### src/rtl/lcd_pkg.sv
package lcd_pkg;

  typedef enum logic [2:0] {
    ST_INIT, ST_IDLE, ST_CLR, ST_CHAR, ST_ROW2, ST_CONV, ST_DIG
  } seq_st_t;

  typedef enum logic [1:0] {PH_IDLE, PH_HI, PH_LO} wr_ph_t;

  localparam logic [7:0] CMD_CLEAR = 8'h01;
  localparam logic [7:0] CMD_ROW2  = 8'hC0;
  localparam logic [7:0] CHR_EQ    = 8'h3D;
  localparam logic [3:0] INIT_LAST = 4'd8;
  localparam logic [3:0] INIT_NFUNC = 4'd4;

  // Power-on command script, indexed by step
  function automatic logic [7:0] init_code(input logic [3:0] step);
    case (step)
      4'd0, 4'd1, 4'd2, 4'd3: init_code = 8'h38;
      4'd4:    init_code = 8'h08;
      4'd5:    init_code = 8'h01;
      4'd6:    init_code = 8'h06;
      4'd7:    init_code = 8'h0F;
      default: init_code = 8'h02;
    endcase
  endfunction

endpackage

### src/rtl/lcd_wr_timer.sv
module lcd_wr_timer
  import lcd_pkg::*;
#(
  parameter int CNT_W = 17,
  parameter int E_HI  = 55
) (
  input  logic             clk,
  input  logic             rst_n,
  input  logic             start_i,
  input  logic [7:0]       data_i,
  input  logic             rs_i,
  input  logic [CNT_W-1:0] gap_i,
  output logic [7:0]       db_o,
  output logic             rs_o,
  output logic             e_o,
  output logic             done_o
);

  wr_ph_t           ph_q, ph_d;
  logic [CNT_W-1:0] cnt_q, cnt_d, gap_q, gap_d;
  logic [7:0]       db_q, db_d;
  logic             rs_q, rs_d;

  always_comb begin
    ph_d  = ph_q;
    cnt_d = cnt_q;
    gap_d = gap_q;
    db_d  = db_q;
    rs_d  = rs_q;
    case (ph_q)
      PH_IDLE: if (start_i) begin
        ph_d  = PH_HI;
        cnt_d = CNT_W'(E_HI - 1);
        gap_d = gap_i;
        db_d  = data_i;
        rs_d  = rs_i;
      end
      PH_HI: if (cnt_q == '0) begin
        ph_d  = PH_LO;
        cnt_d = gap_q - 1'b1;
      end else begin
        cnt_d = cnt_q - 1'b1;
      end
      PH_LO: if (cnt_q == '0) ph_d = PH_IDLE;
             else             cnt_d = cnt_q - 1'b1;
      default: ph_d = PH_IDLE;
    endcase
  end

  always_ff @(posedge clk or negedge rst_n) begin
    if (!rst_n) begin
      ph_q  <= PH_IDLE;
      cnt_q <= '0;
      gap_q <= '0;
      db_q  <= '0;
      rs_q  <= 1'b0;
    end else begin
      ph_q  <= ph_d;
      cnt_q <= cnt_d;
      gap_q <= gap_d;
      db_q  <= db_d;
      rs_q  <= rs_d;
    end
  end

  assign db_o   = db_q;
  assign rs_o   = rs_q;
  assign e_o    = (ph_q == PH_HI);
  assign done_o = (ph_q == PH_LO) && (cnt_q == '0);

endmodule

### src/rtl/lcd_bcd_conv.sv
module lcd_bcd_conv #(
  parameter int BIN_W  = 32,
  parameter int DIGITS = 10
) (
  input  logic                clk,
  input  logic                rst_n,
  input  logic                start_i,
  input  logic [BIN_W-1:0]    bin_i,
  output logic                done_o,
  output logic [4*DIGITS-1:0] bcd_o
);

  localparam int CW = $clog2(BIN_W + 1);
  localparam int BW = 4 * DIGITS;

  logic             run_q, run_d, done_q, done_d;
  logic [CW-1:0]    cnt_q, cnt_d;
  logic [BIN_W-1:0] bin_q, bin_d;
  logic [BW-1:0]    bcd_q, bcd_d, adj;

  // Each decimal column gets +3 when it holds 5 or more, ahead of the shift
  for (genvar g = 0; g < DIGITS; g++) begin : g_adj
    assign adj[g*4 +: 4] = (bcd_q[g*4 +: 4] >= 4'd5) ? bcd_q[g*4 +: 4] + 4'd3
                                                     : bcd_q[g*4 +: 4];
  end

  always_comb begin
    run_d  = run_q;
    cnt_d  = cnt_q;
    bin_d  = bin_q;
    bcd_d  = bcd_q;
    done_d = 1'b0;
    if (start_i) begin
      run_d = 1'b1;
      cnt_d = '0;
      bin_d = bin_i;
      bcd_d = '0;
    end else if (run_q) begin
      bcd_d = {adj[BW-2:0], bin_q[BIN_W-1]};
      bin_d = bin_q << 1;
      cnt_d = cnt_q + 1'b1;
      if (cnt_q == CW'(BIN_W - 1)) begin
        run_d  = 1'b0;
        done_d = 1'b1;
      end
    end
  end

  always_ff @(posedge clk or negedge rst_n) begin
    if (!rst_n) begin
      run_q  <= 1'b0;
      done_q <= 1'b0;
      cnt_q  <= '0;
      bin_q  <= '0;
      bcd_q  <= '0;
    end else begin
      run_q  <= run_d;
      done_q <= done_d;
      cnt_q  <= cnt_d;
      bin_q  <= bin_d;
      bcd_q  <= bcd_d;
    end
  end

  assign done_o = done_q;
  assign bcd_o  = bcd_q;

endmodule

### src/rtl/lcd_seq_ctrl.sv
module lcd_seq_ctrl
  import lcd_pkg::*;
#(
  parameter int E_HI       = 55,
  parameter int INIT_LONG  = 111213,
  parameter int INIT_SHORT = 44485,
  parameter int DIGIT_GAP  = 5425,
  parameter int RES_W      = 32,
  parameter int DIGITS     = 10
) (
  input  logic             clk,
  input  logic             rst_n,
  input  logic             key_valid,
  input  logic [7:0]       key_char,
  input  logic             res_valid,
  input  logic [RES_W-1:0] res_value,
  output logic [7:0]       lcd_db,
  output logic             lcd_rs,
  output logic             lcd_rw,
  output logic             lcd_e
);

  localparam int MAX_A = (INIT_LONG > INIT_SHORT) ? INIT_LONG : INIT_SHORT;
  localparam int MAX_B = (DIGIT_GAP > E_HI) ? DIGIT_GAP : E_HI;
  localparam int CNT_W = $clog2(((MAX_A > MAX_B) ? MAX_A : MAX_B) + 1);
  localparam int MIN_A = (INIT_LONG < INIT_SHORT) ? INIT_LONG : INIT_SHORT;
  localparam int MIN_GAP = (MIN_A < DIGIT_GAP) ? MIN_A : DIGIT_GAP;
  localparam int DW = $clog2(DIGITS);
  localparam logic [CNT_W-1:0] G_LONG  = CNT_W'(INIT_LONG);
  localparam logic [CNT_W-1:0] G_SHORT = CNT_W'(INIT_SHORT);
  localparam logic [CNT_W-1:0] G_DIG   = CNT_W'(DIGIT_GAP);

  // Reset: asserted asynchronously, released on the clock
  logic [1:0] rsync_q;
  logic       rst_sync_n;
  always_ff @(posedge clk or negedge rst_n) begin
    if (!rst_n) rsync_q <= 2'b00;
    else        rsync_q <= {rsync_q[0], 1'b1};
  end
  assign rst_sync_n = rsync_q[1];

  seq_st_t          st_q, st_d;
  logic [3:0]       step_q, step_d;
  logic             wait_q, wait_d, eq_q, eq_d;
  logic [7:0]       key_q, key_d;
  logic [DW-1:0]    dig_q, dig_d, lead;
  logic             wr_start, wr_done, conv_start, conv_done, wr_rs;
  logic [7:0]       wr_data;
  logic [CNT_W-1:0] wr_gap;
  logic [4*DIGITS-1:0] bcd;
  logic [3:0]       nib;

  lcd_bcd_conv #(.BIN_W(RES_W), .DIGITS(DIGITS)) u_conv (
    .clk(clk), .rst_n(rst_sync_n), .start_i(conv_start), .bin_i(res_value),
    .done_o(conv_done), .bcd_o(bcd));

  lcd_wr_timer #(.CNT_W(CNT_W), .E_HI(E_HI)) u_wr (
    .clk(clk), .rst_n(rst_sync_n), .start_i(wr_start), .data_i(wr_data),
    .rs_i(wr_rs), .gap_i(wr_gap), .db_o(lcd_db), .rs_o(lcd_rs),
    .e_o(lcd_e), .done_o(wr_done));

  // Highest non-zero decimal column; column 0 when the value is zero
  always_comb begin
    lead = '0;
    for (int i = 1; i < DIGITS; i++)
      if (bcd[i*4 +: 4] != 4'd0) lead = DW'(i);
  end
  assign nib = bcd[{dig_q, 2'b00} +: 4];

  // Bus word for the write the current state asks for
  always_comb begin
    wr_data = 8'h00;
    wr_rs   = 1'b0;
    wr_gap  = G_DIG;
    case (st_q)
      ST_INIT: begin
        wr_data = init_code(step_q);
        wr_gap  = (step_q < INIT_NFUNC) ? G_LONG : G_SHORT;
      end
      ST_CLR:  begin wr_data = CMD_CLEAR; wr_gap = G_SHORT; end
      ST_CHAR: begin wr_data = key_q; wr_rs = 1'b1; end
      ST_ROW2: wr_data = CMD_ROW2;
      ST_DIG:  begin wr_data = {4'h3, nib}; wr_rs = 1'b1; end
      default: ;
    endcase
  end

  assign wr_start = !wait_q && (st_q == ST_INIT || st_q == ST_CLR ||
                    st_q == ST_CHAR || st_q == ST_ROW2 || st_q == ST_DIG);

  always_comb begin
    st_d       = st_q;
    step_d     = step_q;
    wait_d     = wait_q;
    eq_d       = eq_q;
    key_d      = key_q;
    dig_d      = dig_q;
    conv_start = 1'b0;
    if (wr_start) wait_d = 1'b1;
    if (wait_q && wr_done) wait_d = 1'b0;
    case (st_q)
      ST_IDLE: begin
        if (key_valid) begin
          key_d = key_char;
          st_d  = eq_q ? ST_CLR : ST_CHAR;
        end else if (res_valid) begin
          conv_start = 1'b1;
          st_d       = ST_CONV;
        end
      end
      ST_INIT: if (wait_q && wr_done) begin
        if (step_q == INIT_LAST) st_d = ST_IDLE;
        else                     step_d = step_q + 1'b1;
      end
      ST_CLR: if (wait_q && wr_done) begin
        eq_d = 1'b0;
        st_d = ST_CHAR;
      end
      ST_CHAR: if (wait_q && wr_done)
        st_d = (key_q == CHR_EQ) ? ST_ROW2 : ST_IDLE;
      ST_ROW2: if (wait_q && wr_done) begin
        eq_d = 1'b1;
        st_d = ST_IDLE;
      end
      ST_CONV: if (conv_done) begin
        dig_d = lead;
        st_d  = ST_DIG;
      end
      ST_DIG: if (wait_q && wr_done) begin
        if (dig_q == '0) st_d = ST_IDLE;
        else             dig_d = dig_q - 1'b1;
      end
      default: st_d = ST_IDLE;
    endcase
  end

  always_ff @(posedge clk or negedge rst_sync_n) begin
    if (!rst_sync_n) begin
      st_q   <= ST_INIT;
      step_q <= '0;
      wait_q <= 1'b0;
      eq_q   <= 1'b0;
      key_q  <= '0;
      dig_q  <= '0;
    end else begin
      st_q   <= st_d;
      step_q <= step_d;
      wait_q <= wait_d;
      eq_q   <= eq_d;
      key_q  <= key_d;
      dig_q  <= dig_d;
    end
  end

  assign lcd_rw = 1'b0;

endmodule

### config.mk
export PLATFORM = sky130hd
export DESIGN_NAME = lcd_seq_ctrl
export DESIGN_NICKNAME = d
export VERILOG_FILES = /design/src/rtl/lcd_pkg.sv /design/src/rtl/lcd_wr_timer.sv /design/src/rtl/lcd_bcd_conv.sv /design/src/rtl/lcd_seq_ctrl.sv
export SDC_FILE = /design/constraint.sdc
export NUM_CORES = 1
export LEC_CHECK = 0
export BUFFER_PORTS_ARGS = -buffer_cell sky130_fd_sc_hd__buf_2
export CORE_AREA = 4 4 154 126
export CTS_CLUSTER_DIAMETER = 150
export DETAILED_ROUTE_END_ITERATION = 12
export DIE_AREA = 0 0 158 130
export PLACE_DENSITY = 0.79
export SYNTH_ARGS = -nofsm -noshare
export SYNTH_HDL_FRONTEND = slang
export SYNTH_HIERARCHICAL = 1
export SYNTH_SLANG_ARGS = --single-unit
### constraint.sdc
create_clock -name clk -period 7.55 [get_ports clk]
set_input_delay 1.51 -clock clk [delete_from_list [all_inputs] [get_ports clk]]
set_output_delay 1.51 -clock clk [all_outputs]
set_load 0.02 [all_outputs]
==> flow_metrics.tcl <==
set metrics [dict create \
    tns_ns 0 \
    clockBufferDepth 2 \
    worst_slew_pin_slew_ns 1.29 \
    max_freq_mhz 293 \
    cts_tree "done" \
    synth_area_leader_cell "dfrtp_1" \
    required_ns 7.85 \
    ys_warn_count 6 \
    setup_viol 0 \
    synth_top_family_by_area "simple AND/OR/NAND/NOR gates" \
    core-area_um2 17900 \
    cts_hold_buf 0 \
    first_pass_iters 5 \
    vias_per_cell 6.07 \
    ctsResizeCount 0 \
    grt_setup_unrepaired "false" \
    grt_pass1_wl_um 34300 \
    fp.dieH_um 130 \
    yosys.area_share.adder 0.0433 \
    hold_end "rsync_q[1]$_DFF_PN0_" \
    timing.rr.start "st_q[1]$_DFFE_PN0P_" \
    grtUsageTotal 0.206 \
    p_per_area_nw_per_um2 348 \
    nets 1035 \
    period_minus_slack_ns 3.41 \
    antenna_found_initial 0 \
    start_util 0.501 \
    fin_skew_ns 0.0117 \
    synthCells 932 \
    ant_nets 0 \
    r2r_end "u_wr/cnt_q[7]$_DFFE_PN0P_" \
    netlist_area_um2 8960 \
    drv_slew 0 \
    synth_simple_gate_area_share 0.180 \
    synthMuxAreaShare 0.113 \
    holdPathStages 0 \
    synth_area_leaders "dfrtp_1 41%, mux2i_1 5.0%, o21ai_0 4.6%, ha_1 4.3%, mux2_2 4.3%" \
    synth_compound_area_frac 0.170 \
    cp.arrival_ns 3.71 \
    grt_overflow_total 0 \
    drt-initial-drc-count 737 \
    dr_total_vias 7301 \
    grt_max_degree 109 \
    drv_cap 0 \
    final.period_utilization 0.451 \
    post-dp-hpwl_um 13600 \
    drt-total-wl_um 20500 \
    synth_enable_flop_cells 0 \
    postSynthRegisterBits 148 \
    grt_pass1_vias 6858 \
    clkSlewWorstSetupHoldPaths_ns 0.06 \
    synth_top_area_frac 0.414 \
    gp_congestion 0.909 \
    finalHoldViolCount 0 \
    async_flop_share 1.00 \
    die_w_um 158 \
    r2r_slack_ns 4.14 \
    synth-main-ff-cell "dfrtp_1" \
    path_class "flop to flop" \
    slew_headroom 0.134 \
    clock-sinks 148 \
    timing.hold.worst.class "flop to flop" \
    drive_gt1_frac 0.162 \
    startpoint_type "flop" \
    dieArea_um2 20500 \
    cp_max_fo 20 \
    finish.instance_area_um2 9910 \
    yosys.cell_types.count 74 \
    avgRoutedWirePerCell_um 17.0 \
    worst_skew_pair.late_latency_ns 0.43 \
    cts_max_level 4 \
    drc 0 \
    end_kind "flop" \
    hold_ws_ns 0.350 \
    area_growth_pct 10.7 \
    vdd_drop_max_uv 196 \
    placed_area_um2 9320 \
    num_io_pins 55 \
    diodes 0 \
    post_cts_buffers 0 \
    avgSynthCellArea_um2 9.61 \
    yosysSeqAreaShare 0.414 \
    post-place-ws_ns 4.05 \
    holdCritStartpoint "rsync_q[0]$_DFF_PN0_" \
    fin_ws_ns 4.14 \
    root_buffer "clkbuf_16" \
    status "finished clean" \
    placementRows 44 \
    r2r_cells 9 \
    p_leak_uw 0.00443 \
    synth_xor_area_frac 0.0313 \
    io_buffers 53 \
    fillers 1519 \
    numCtsBuffers 17 \
]
cells in the final DEF, fill, tap and decap left out, drive strengths merged, types with 10 or more instances in the layout:
| cell type | Yosys | final |
|---|---|---|
| mux2 | 34 | 34 |
| a31oi | 17 | 17 |
| nand2 | 87 | 87 |
| nor4 | 22 | 22 |
| or2 | 11 | 11 |
| nor2 | 45 | 45 |
| or4 | 10 | 10 |
| xnor2 | 13 | 13 |
| clkbuf | 22 | 19 |
| or3 | 11 | 11 |
| o31ai | 12 | 12 |
| nand3 | 27 | 27 |
| nand4 | 10 | 10 |
| mux2i | 45 | 45 |
| xor2 | 19 | 19 |
| nand2b | 19 | 19 |
| inv | 47 | 49 |
| o21ai | 85 | 85 |
| dfrtp | 148 | 148 |
| buf | 29 | 57 |
| ha | 31 | 31 |
| o311ai | 10 | 10 |
| nor3 | 15 | 15 |
| a21oi | 48 | 48 |
power breakdown:
group	internal [uW]	total [uW]	switching [uW]	leakage, uW
clock network	499	850	351	0.000272
logic	573	1240	666	0.00225
registers	1030	1360	332	0.00190
total	2100	3450	1350	0.00443
synthesized netlist by cell type, types with 22 or more instances:
cell      instances
dfrtp_1         148
nand2_1          87
o21ai_0          83
a21oi_1          47
inv_1            46
mux2i_1          45
nor2_1           44
mux2_2           34
ha_1             31
nand3_1          27
buf_2            22
clkbuf_1         22
metrics by stage:
step,total power (uW),util,instances
6_report,3450,0.554,1203
2_1_floorplan,2280,-,935
3_3_place_gp,2520,0.521,1171
5_1_grt,3710,0.554,1203
4_1_cts,3450,0.554,1203
3_5_place_dp,2590,0.521,1171
layer usage:
layer  wire length (um)  vias to the layer above  track usage
met2               9060                      273        0.299
met1               9630                     3540        0.308
li1                   -                     3462            -
met4                266                        0       0.0627
met5                  0                        -            0
met3               1510                       26       0.0468
worst max-delay path: stages (launching register included):
cell and delay (ns):
dfrtp_1 0.72, nand2b_1 0.24, a21oi_1 0.27, nor2b_1 0.13
nor2_1 0.47, o41ai_2 0.17, buf_4 0.24, nor2_1 0.46
nand2_1 0.19, o311ai_0 0.39
flip-flops by register name (all words and copies together), names as in the netlist, 2 cells and up:
signal and cells:
u_wr/ph_q 2, u_conv/bcd_o 40, step_q 4, dig_q 4
u_conv/bin_q 32, u_conv/cnt_q 6, u_wr/gap_q 17, st_q 3
u_wr/cnt_q 17, u_wr/db_o 8, key_q 8, rsync_q 2
cells by family after synthesis:
group / after synthesis
xor gates and xnor gates: 32
other: 2
adders and majority gates: 31
buffers and inverters: 98
and+or+nand+nor: 292
DFF: 148
AOI/OAI and AO/OA: 242
muxes: 87
cell type report:
class | instances | area, um^2 | area share
Clock inverter | 13 | 150 | 0.0151
Clock buffer | 19 | 443 | 0.0447
Sequential cell | 148 | 3710 | 0.374
Timing Repair Buffer | 57 | 295 | 0.0298
Multi-Input combinational cell | 689 | 4850 | 0.489
Tap cell | 230 | 288 | 0.0290
Inverter | 47 | 176 | 0.0178
worst max-delay path by stage:
stage / to / cells after the start / startpoint / slack [ns]
global route: u_wr/cnt_q[7]$_DFFE_PN0P_ / 9 / st_q[1]$_DFFE_PN0P_ / 3.74
CTS: lcd_e / 3 / u_wr/ph_q[1]$_DFFE_PN0P_ / 4.24
detailed placement: u_conv/bcd_o[25]$_DFFE_PN0P_ / 7 / key_valid / 4.05
finish: u_wr/cnt_q[7]$_DFFE_PN0P_ / 9 / st_q[1]$_DFFE_PN0P_ / 4.14
floorplan: dig_q[0]$_DFFE_PN0P_ / 0 / rsync_q[1]$_DFF_PN0_ / 3.12
global placement: u_conv/bcd_o[25]$_DFFE_PN0P_ / 7 / key_valid / 4.11
(Power assumes the default switching activity.)
